### src/rtl/agc_pkg.sv
package agc_pkg;

  typedef enum logic {
    LF_INT = 1'b0,
    LF_PI  = 1'b1
  } lf_mode_e;

  function automatic int clamp_i(input int v, input int lo, input int hi);
    if (v > hi) return hi;
    if (v < lo) return lo;
    return v;
  endfunction

endpackage

### src/rtl/agc_scaler.sv
module agc_scaler #(
  parameter int DW = 12,
  parameter int GF = 12,
  parameter int GW = 14
) (
  input  logic                 clk,
  input  logic                 rst,
  input  logic                 in_vld,
  input  logic signed [DW-1:0] in_i,
  input  logic signed [DW-1:0] in_q,
  input  logic        [GW-1:0] lin,
  output logic signed [DW-1:0] y_i,
  output logic signed [DW-1:0] y_q,
  output logic                 out_vld,
  output logic signed [DW-1:0] out_i,
  output logic signed [DW-1:0] out_q
);
  localparam int PRW = DW + GW + 1;
  localparam logic signed [PRW-1:0] HALF = PRW'(1 << (GF - 1));
  localparam logic signed [PRW-1:0] HI   = PRW'((1 << (DW - 1)) - 1);
  localparam logic signed [PRW-1:0] LO   = -HI - PRW'(1);
  localparam logic        [GW-1:0]  ONE  = GW'(1 << GF);

  logic signed [GW:0]    lin_s;
  logic signed [PRW-1:0] p_i, p_q;

  function automatic logic signed [DW-1:0] rnd_sat(input logic signed [PRW-1:0] p);
    logic signed [PRW-1:0] r;
    r = (p + HALF) >>> GF;
    if (r > HI) r = HI;
    else if (r < LO) r = LO;
    return DW'(r);
  endfunction

  assign lin_s = {1'b0, lin};
  assign p_i   = PRW'(in_i) * PRW'(lin_s);
  assign p_q   = PRW'(in_q) * PRW'(lin_s);
  assign y_i   = rnd_sat(p_i);
  assign y_q   = rnd_sat(p_q);

  always_ff @(posedge clk) begin
    if (rst) begin
      out_vld <= 1'b0;
      out_i   <= '0;
      out_q   <= '0;
    end else begin
      out_vld <= in_vld;
      if (in_vld) begin
        out_i <= y_i;
        out_q <= y_q;
      end
    end
  end

  // unity multiplier passes samples through unchanged
  assert_unity_passthru_R2: assert property (@(posedge clk) disable iff (rst)
    (in_vld && lin == ONE) |=> (out_vld && out_i == $past(in_i) && out_q == $past(in_q)));

endmodule

### src/rtl/agc_pwr_det.sv
module agc_pwr_det #(
  parameter int DW = 12,
  parameter int WL = 4,
  parameter int PW = 2 * DW
) (
  input  logic                 clk,
  input  logic                 rst,
  input  logic                 smp_vld,
  input  logic signed [DW-1:0] y_i,
  input  logic signed [DW-1:0] y_q,
  output logic                 pwr_vld,
  output logic        [PW-1:0] pwr
);
  localparam int AW = PW + WL;

  logic        [WL-1:0] cnt;
  logic        [AW-1:0] acc, acc_nx;
  logic signed [PW-1:0] si, sq;
  logic        [PW-1:0] s;

  assign si     = PW'(y_i) * PW'(y_i);
  assign sq     = PW'(y_q) * PW'(y_q);
  assign s      = unsigned'(si) + unsigned'(sq);
  assign acc_nx = acc + AW'(s);

  always_ff @(posedge clk) begin
    if (rst) begin
      cnt     <= '0;
      acc     <= '0;
      pwr     <= '0;
      pwr_vld <= 1'b0;
    end else begin
      pwr_vld <= 1'b0;
      if (smp_vld) begin
        cnt <= cnt + WL'(1);
        if (&cnt) begin
          pwr     <= PW'(acc_nx >> WL);
          pwr_vld <= 1'b1;
          acc     <= '0;
        end else begin
          acc <= acc_nx;
        end
      end
    end
  end

  // a window result follows only the last sample of a window
  assert_window_close_R3: assert property (@(posedge clk) disable iff (rst)
    pwr_vld |-> $past(smp_vld && (&cnt)));

  // counter restarts after every window result
  assert_count_restart_R3: assert property (@(posedge clk) disable iff (rst)
    pwr_vld |-> (cnt == '0));

endmodule

### src/rtl/agc_log_db.sv
module agc_log_db #(
  parameter int PW  = 24,
  parameter int LW  = 5,
  parameter int DBW = 10
) (
  input  logic [PW-1:0]  pwr,
  output logic [DBW-1:0] db
);
  // Four fraction bits of log2 are tied to the 1/8 dB unit: 8*3.0103/16 ~ 1.5
  localparam int FR = 4;

  logic [LW-1:0]    msb;
  logic [FR-1:0]    mant;
  logic [LW+FR-1:0] lg;

  always_comb begin
    msb = '0;
    for (int k = 0; k < PW; k++) begin
      if (pwr[k]) msb = LW'(k);
    end
    if (int'(msb) >= FR) mant = FR'(pwr >> (int'(msb) - FR));
    else                 mant = FR'(pwr << (FR - int'(msb)));
    lg = {msb, mant};
    db = DBW'(lg) + DBW'(lg >> 1);
  end

endmodule

### src/rtl/agc_loop_filt.sv
module agc_loop_filt
  import agc_pkg::*;
#(
  parameter int DBW  = 10,
  parameter int GDW  = 8,
  parameter int GLIM = 80
) (
  input  logic                  clk,
  input  logic                  rst,
  input  logic                  upd,
  input  logic                  freeze,
  input  logic                  mode_pi,
  input  logic        [DBW-1:0] tgt,
  input  logic        [DBW-1:0] meas,
  input  logic        [2:0]     ki_sh,
  input  logic        [2:0]     kp_sh,
  input  logic        [GDW-1:0] lim,
  output logic signed [GDW-1:0] gain_db
);
  lf_mode_e mode;
  logic signed [GDW-1:0] integ;
  int lim_i, err, i_nx, g_nx;

  assign mode = mode_pi ? LF_PI : LF_INT;

  always_comb begin
    lim_i = (int'(lim) > GLIM) ? GLIM : int'(lim);
    err   = int'(tgt) - int'(meas);
    i_nx  = clamp_i(int'(integ) + (err >>> ki_sh), -lim_i, lim_i);
    if (mode == LF_PI) g_nx = clamp_i(i_nx + (err >>> kp_sh), -lim_i, lim_i);
    else               g_nx = i_nx;
  end

  always_ff @(posedge clk) begin
    if (rst) begin
      integ   <= '0;
      gain_db <= '0;
    end else if (upd && !freeze) begin
      integ   <= GDW'(i_nx);
      gain_db <= GDW'(g_nx);
    end
  end

  assert_gain_in_range_R7: assert property (@(posedge clk) disable iff (rst)
    (int'(gain_db) <= lim_i) && (int'(gain_db) >= -lim_i));

  assert_integ_in_range_R7: assert property (@(posedge clk) disable iff (rst)
    (int'(integ) <= lim_i) && (int'(integ) >= -lim_i));

  assert_freeze_hold_R9: assert property (@(posedge clk) disable iff (rst)
    freeze |=> $stable(gain_db) && $stable(integ));

  assert_step_on_window_R8: assert property (@(posedge clk) disable iff (rst)
    !$stable(gain_db) |-> $past(upd));

endmodule

### src/rtl/agc_gain_rom.sv
module agc_gain_rom #(
  parameter int GDW  = 8,
  parameter int GLIM = 80,
  parameter int GF   = 12,
  parameter int GW   = 14,
  parameter int DBU  = 8
) (
  input  logic                  clk,
  input  logic                  rst,
  input  logic signed [GDW-1:0] gain_db,
  output logic        [GW-1:0]  lin
);
  localparam int DEPTH = 2 * GLIM + 1;
  localparam int AWR   = $clog2(DEPTH);
  localparam int ONE_I = 1 << GF;

  logic [GW-1:0]  rom [DEPTH];
  logic [AWR-1:0] addr;
  int ix;

  initial begin
    for (int k = 0; k < DEPTH; k++) begin
      rom[k] = GW'($rtoi(real'(ONE_I) *
               (10.0 ** (real'(k - GLIM) / (20.0 * real'(DBU)))) + 0.5));
    end
  end

  always_comb begin
    ix   = int'(gain_db) + GLIM;
    if (ix < 0) ix = 0;
    if (ix > DEPTH - 1) ix = DEPTH - 1;
    addr = AWR'(ix);
  end

  always_ff @(posedge clk) begin
    if (rst) lin <= GW'(ONE_I);
    else     lin <= rom[addr];
  end

  // the multiplier follows the gain word one edge later
  assert_lin_follows_R8: assert property (@(posedge clk) disable iff (rst)
    $stable(gain_db) && $past($stable(gain_db)) |-> $stable(lin));

endmodule

### src/rtl/agc_fine.sv
module agc_fine #(
  parameter int DW   = 12,
  parameter int WL   = 4,
  parameter int GF   = 12,
  parameter int GLIM = 80,
  parameter int DBU  = 8
) (
  input  logic                clk,
  input  logic                rst,
  input  logic                freeze,
  input  logic                cfg_pi,
  input  logic [9:0]          cfg_tgt,
  input  logic [2:0]          cfg_ki_sh,
  input  logic [2:0]          cfg_kp_sh,
  input  logic [7:0]          cfg_lim,
  input  logic                in_vld,
  input  logic signed [DW-1:0] in_i,
  input  logic signed [DW-1:0] in_q,
  output logic                out_vld,
  output logic signed [DW-1:0] out_i,
  output logic signed [DW-1:0] out_q,
  output logic signed [7:0]   gain_db
);
  localparam int PW  = 2 * DW;
  localparam int LW  = $clog2(PW);
  localparam int DBW = LW + 4 + 1;
  localparam int GW  = GF + 2;
  localparam int GDW = $clog2(GLIM + 1) + 1;

  logic        [GW-1:0]  lin;
  logic signed [DW-1:0]  y_i, y_q;
  logic                  pwr_vld;
  logic        [PW-1:0]  pwr;
  logic        [DBW-1:0] meas;
  logic signed [GDW-1:0] g;

  agc_scaler #(.DW(DW), .GF(GF), .GW(GW)) u_scl (
    .clk(clk), .rst(rst), .in_vld(in_vld), .in_i(in_i), .in_q(in_q), .lin(lin),
    .y_i(y_i), .y_q(y_q), .out_vld(out_vld), .out_i(out_i), .out_q(out_q));

  agc_pwr_det #(.DW(DW), .WL(WL), .PW(PW)) u_det (
    .clk(clk), .rst(rst), .smp_vld(in_vld), .y_i(y_i), .y_q(y_q),
    .pwr_vld(pwr_vld), .pwr(pwr));

  agc_log_db #(.PW(PW), .LW(LW), .DBW(DBW)) u_log (
    .pwr(pwr), .db(meas));

  agc_loop_filt #(.DBW(DBW), .GDW(GDW), .GLIM(GLIM)) u_lf (
    .clk(clk), .rst(rst), .upd(pwr_vld), .freeze(freeze), .mode_pi(cfg_pi),
    .tgt(DBW'(cfg_tgt)), .meas(meas), .ki_sh(cfg_ki_sh), .kp_sh(cfg_kp_sh),
    .lim(GDW'(cfg_lim > 8'(GLIM) ? 8'(GLIM) : cfg_lim)), .gain_db(g));

  agc_gain_rom #(.GDW(GDW), .GLIM(GLIM), .GF(GF), .GW(GW), .DBU(DBU)) u_rom (
    .clk(clk), .rst(rst), .gain_db(g), .lin(lin));

  assign gain_db = 8'(g);

endmodule

### config.mk
export PLATFORM = sky130hd
export DESIGN_NAME = agc_fine
export DESIGN_NICKNAME = d
export VERILOG_FILES = /design/src/rtl/agc_pkg.sv /design/src/rtl/agc_scaler.sv /design/src/rtl/agc_pwr_det.sv /design/src/rtl/agc_log_db.sv /design/src/rtl/agc_loop_filt.sv /design/src/rtl/agc_gain_rom.sv /design/src/rtl/agc_fine.sv
export SDC_FILE = /design/constraint.sdc
export NUM_CORES = 2
export LEC_CHECK = 0
export ABC_AREA = 1
export CAP_MARGIN = 10
export CORE_ASPECT_RATIO = 1.1
export CORE_MARGIN = 3
export CORE_UTILIZATION = 50
export DETAILED_ROUTE_END_ITERATION = 16
export DONT_BUFFER_PORTS = 1
export PLACE_DENSITY = 0.68
export SETUP_SLACK_MARGIN = 0.3
export SLEW_MARGIN = 30
export SYNTH_ARGS = -nofsm -noshare
export SYNTH_HDL_FRONTEND = slang
export SYNTH_HIERARCHICAL = 1
export SYNTH_SLANG_ARGS = --single-unit
### constraint.sdc
create_clock -name clk -period 41.5 [get_ports clk]
set_input_delay 6.225 -clock clk [delete_from_list [all_inputs] [get_ports clk]]
set_output_delay 6.225 -clock clk [all_outputs]
set_load 0.02 [all_outputs]
==> out/qor.yml <==
global_routing:
  antenna_found_initial: 0
  grt-ovfl-total: 0
  grt_pass1_vias: 35800
  grt_pass1_wl_um: 183000
  grt.met2_usage_pct: 48.1
  met3_usage_pct: 3.79
  track_usage_pct: 27.5
  busiest_layer: "met2"
  met1_usage_pct: 34.2
  grt_max_degree: 53
timing:
  slew_headroom_pct: 39.7
  clock_skew_ns: 0.0231
  timing.final.crit_period_ns: 18.77
  final-hold-violation-count: 0
  maxSlewViolCount: 0
  rsz0062_at_grt: "false"
  worstMarginPinSlew_ns: 0.898
  tns_ns: 0
  final-setup-viol-count: 0
  fin_crit_sh_pct: 45.2
  clock.fmax_ghz: 0.0533
worst_setup_path:
  cp_max_fo: 18
  cp_data_arrival_time_ns: 19.07
  critPathRequiredTime_ns: 41.80
  r2r-start: "u_det/pwr[23]"
  crit_top_cell: "fa_1"
  r2r_cells: 89
  cp_slowest_cell: "fa_1"
  critical-path-top-delay-family: "adder cells"
  rrSetupSlack_ns: 25.68
  critical_path.max_stage_delay_ns: 0.73
  endpoint_kind: "register"
  crit_buf_inv: 9
  r2r-end: "u_lf/gain_db[5]"
  cp-start-kind: "input port"
  critical_path_class: "in -> reg"
clocking:
  hold_buffers: 0
  cts.sinks: 112
  root_buffer: "clkbuf_16"
  clk_latency_ns: 0.40
  cts_buffer_depth: 2
  cts-resized-gates: 0
  cts_setup_buffers: 0
  htree_levels: 3
  cts_made_buffers: 9
  cts_tree: "yes"
  clk_pin_slew_worst_paths_ns: 0.10
drt:
  vias_per_cell: 5.25
  wire_per_inst_um: 16.4
  via_count: 35300
  finalWirelength_um: 111000
  drtIter0Drc: 2384
  ant_nets: 0
  dr.pass1.iters: 8
  drc_errors: 0
logic_synthesis:
  syn-instance-count: 5813
  synth_edf_count: 0
  ys_seq_area_share_pct: 5.68
  synth-seq-cells: 112
  yosys_warnings: 6
  ys.flop_type: "dfxtp_1"
  netlist_area_mm2: 0.0394
  ys_types: 65
  avgSynthCellArea_um2: 6.79
  async_reset_ff_share_pct: 0
placed_design:
  dp_hpwl_um: 92300
  port_buffers: 0
  gp_congestion: 0.998
final_layout:
  antennaDiodeCount: 0
  area_delta_synth_final_pct: 2.69
  nNetsFinal: 6756
  drive_gt1_share_pct: 4.21
die:
  initial_core_util_pct: 50.7
  die_x_um: 274
  placementRows: 107
  die_area_mm2: 0.0823
  io_pins: 86
  dieHeight_um: 301
  coreArea_mm2: 0.0778
worst_hold_path:
  hold_path_class: "reg -> reg"
  worst_hold_startpoint: "u_det/pwr[14]"
  whs_path_depth: 2
  whs_endpoint: "u_det/pwr[14]"
flow_run:
  cap_violations: 0
outcome:
  status: "finished clean"
[kinds of logic (layout without fill, tap and decap cells)]
kind of cell,after synthesis,count (layout),share of synthesized area [%]
other cells,2,5,0.0190
flops,112,112,5.68
fa+ha+maj,1005,1005,42.0
buf+inv,1504,1391,14.8
simple gates,2569,2569,27.7
xor+xnor,101,101,2.24
compound gates,517,517,7.52
mux,3,3,0.0761
[worst reg2reg max path: cells and delay by family, from the launching register on]
family / cells / cell delay (ns)
compound gates: 16 / 3.08
xor+xnor: 1 / 0.12
fa+ha+maj: 9 / 3.03
simple gates: 50 / 7.44
buf+inv: 12 / 1.56
flops: 1 / 0.38
mux: 1 / 0.13
[layer usage]
metal	vias to the layer above	wire length (um)
li1	17400	-
met1	16700	46300
met2	994	53600
met3	238	6410
met4	0	4550
met5	-	0
[Yosys cell counts (all sizes together), types with 22 or more instances]
| cell | count | area share (%) |
|---|---|---|
| nand2 | 1778 | 18 |
| inv | 1349 | 13 |
| fa | 530 | 27 |
| ha | 475 | 15 |
| nand3 | 344 | 4.5 |
| nor2 | 300 | 3.2 |
| a21oi | 250 | 3.3 |
| o21ai | 152 | 2.0 |
| dfxtp | 112 | 5.7 |
| clkbuf | 100 | 0.95 |
| xor2 | 68 | 1.5 |
| nand4 | 58 | 0.95 |
| buf | 48 | 0.90 |
| xnor2 | 33 | 0.73 |
| nor3 | 29 | 0.43 |
| nand3b | 27 | 0.51 |
| o211ai | 25 | 0.49 |
| o21bai | 22 | 0.43 |
[state kept, by name, indices dropped and copies added, names as in the netlist, 4 cells and up]
| register | flops |
|---|---|
| u_det/cnt | 4 |
| u_det/pwr | 24 |
| u_scl/out_q | 12 |
| u_lf/gain_db | 8 |
| u_scl/out_i | 12 |
| u_det/acc | 28 |
| u_rom/lin | 14 |
| u_lf/integ | 8 |
[area by class of cell]
type                       instances  area [um^2]
fill                            7830        37300
multi-input combinational       4200        31400
inverter                        1356         5090
sequential                       112         2240
tap                             1035         1290
clock buffer                       9          225
timing repair buffer              19          143
clock inverter                     7         96.3
[cells in the final DEF (no fill, tap or decap), drive strengths merged, types with 5 or more instances in the layout]
cell	n
nor3	29
o211ai	25
a21oi	250
nor2	300
buf	19
a22o	5
xnor2	33
conb	5
nand2	1778
nand3	344
o21a	8
xor2	68
o31ai	5
and2	9
and3	5
o221ai	5
nand3b	27
dfxtp	112
nand4	58
o21ai	152
inv	1354
or2	12
a21o	9
ha	475
a211oi	7
fa	530
a31oi	13
clkbuf	9
o21bai	22
clkinv	9
[through the flow]
step                      utilization [%]  hold WS [ns]  cell area, um^2  worst slack [ns]  instances
after floorplan                         -         0.444            39500             23.66       5816
after global placement               51.6         0.458            40200             22.49       6722
after detailed placement             51.7         0.460            40200             22.32       6722
after CTS                            52.1         0.476            40500             22.71       6738
after global routing                 52.1         0.500            40500             21.85       6738
final                                52.1         0.477            40500             22.73       6738
[worst max path at each step]
stage / end / startpoint / cells after the start / slack (ns)
after floorplan: u_det/acc[27] / in_q[5] / 52 / 23.66
after global placement: u_det/acc[26] / in_i[1] / 52 / 22.49
after detailed placement: u_det/acc[26] / in_i[1] / 52 / 22.32
after CTS: u_det/acc[26] / in_i[1] / 52 / 22.71
after global routing: u_det/acc[22] / in_i[1] / 50 / 21.85
final: u_det/acc[26] / in_i[1] / 52 / 22.73
Power is left out: the tool's default activity adds up to more than one toggle a clock period on the data nets, which glitch-free logic cannot reach.
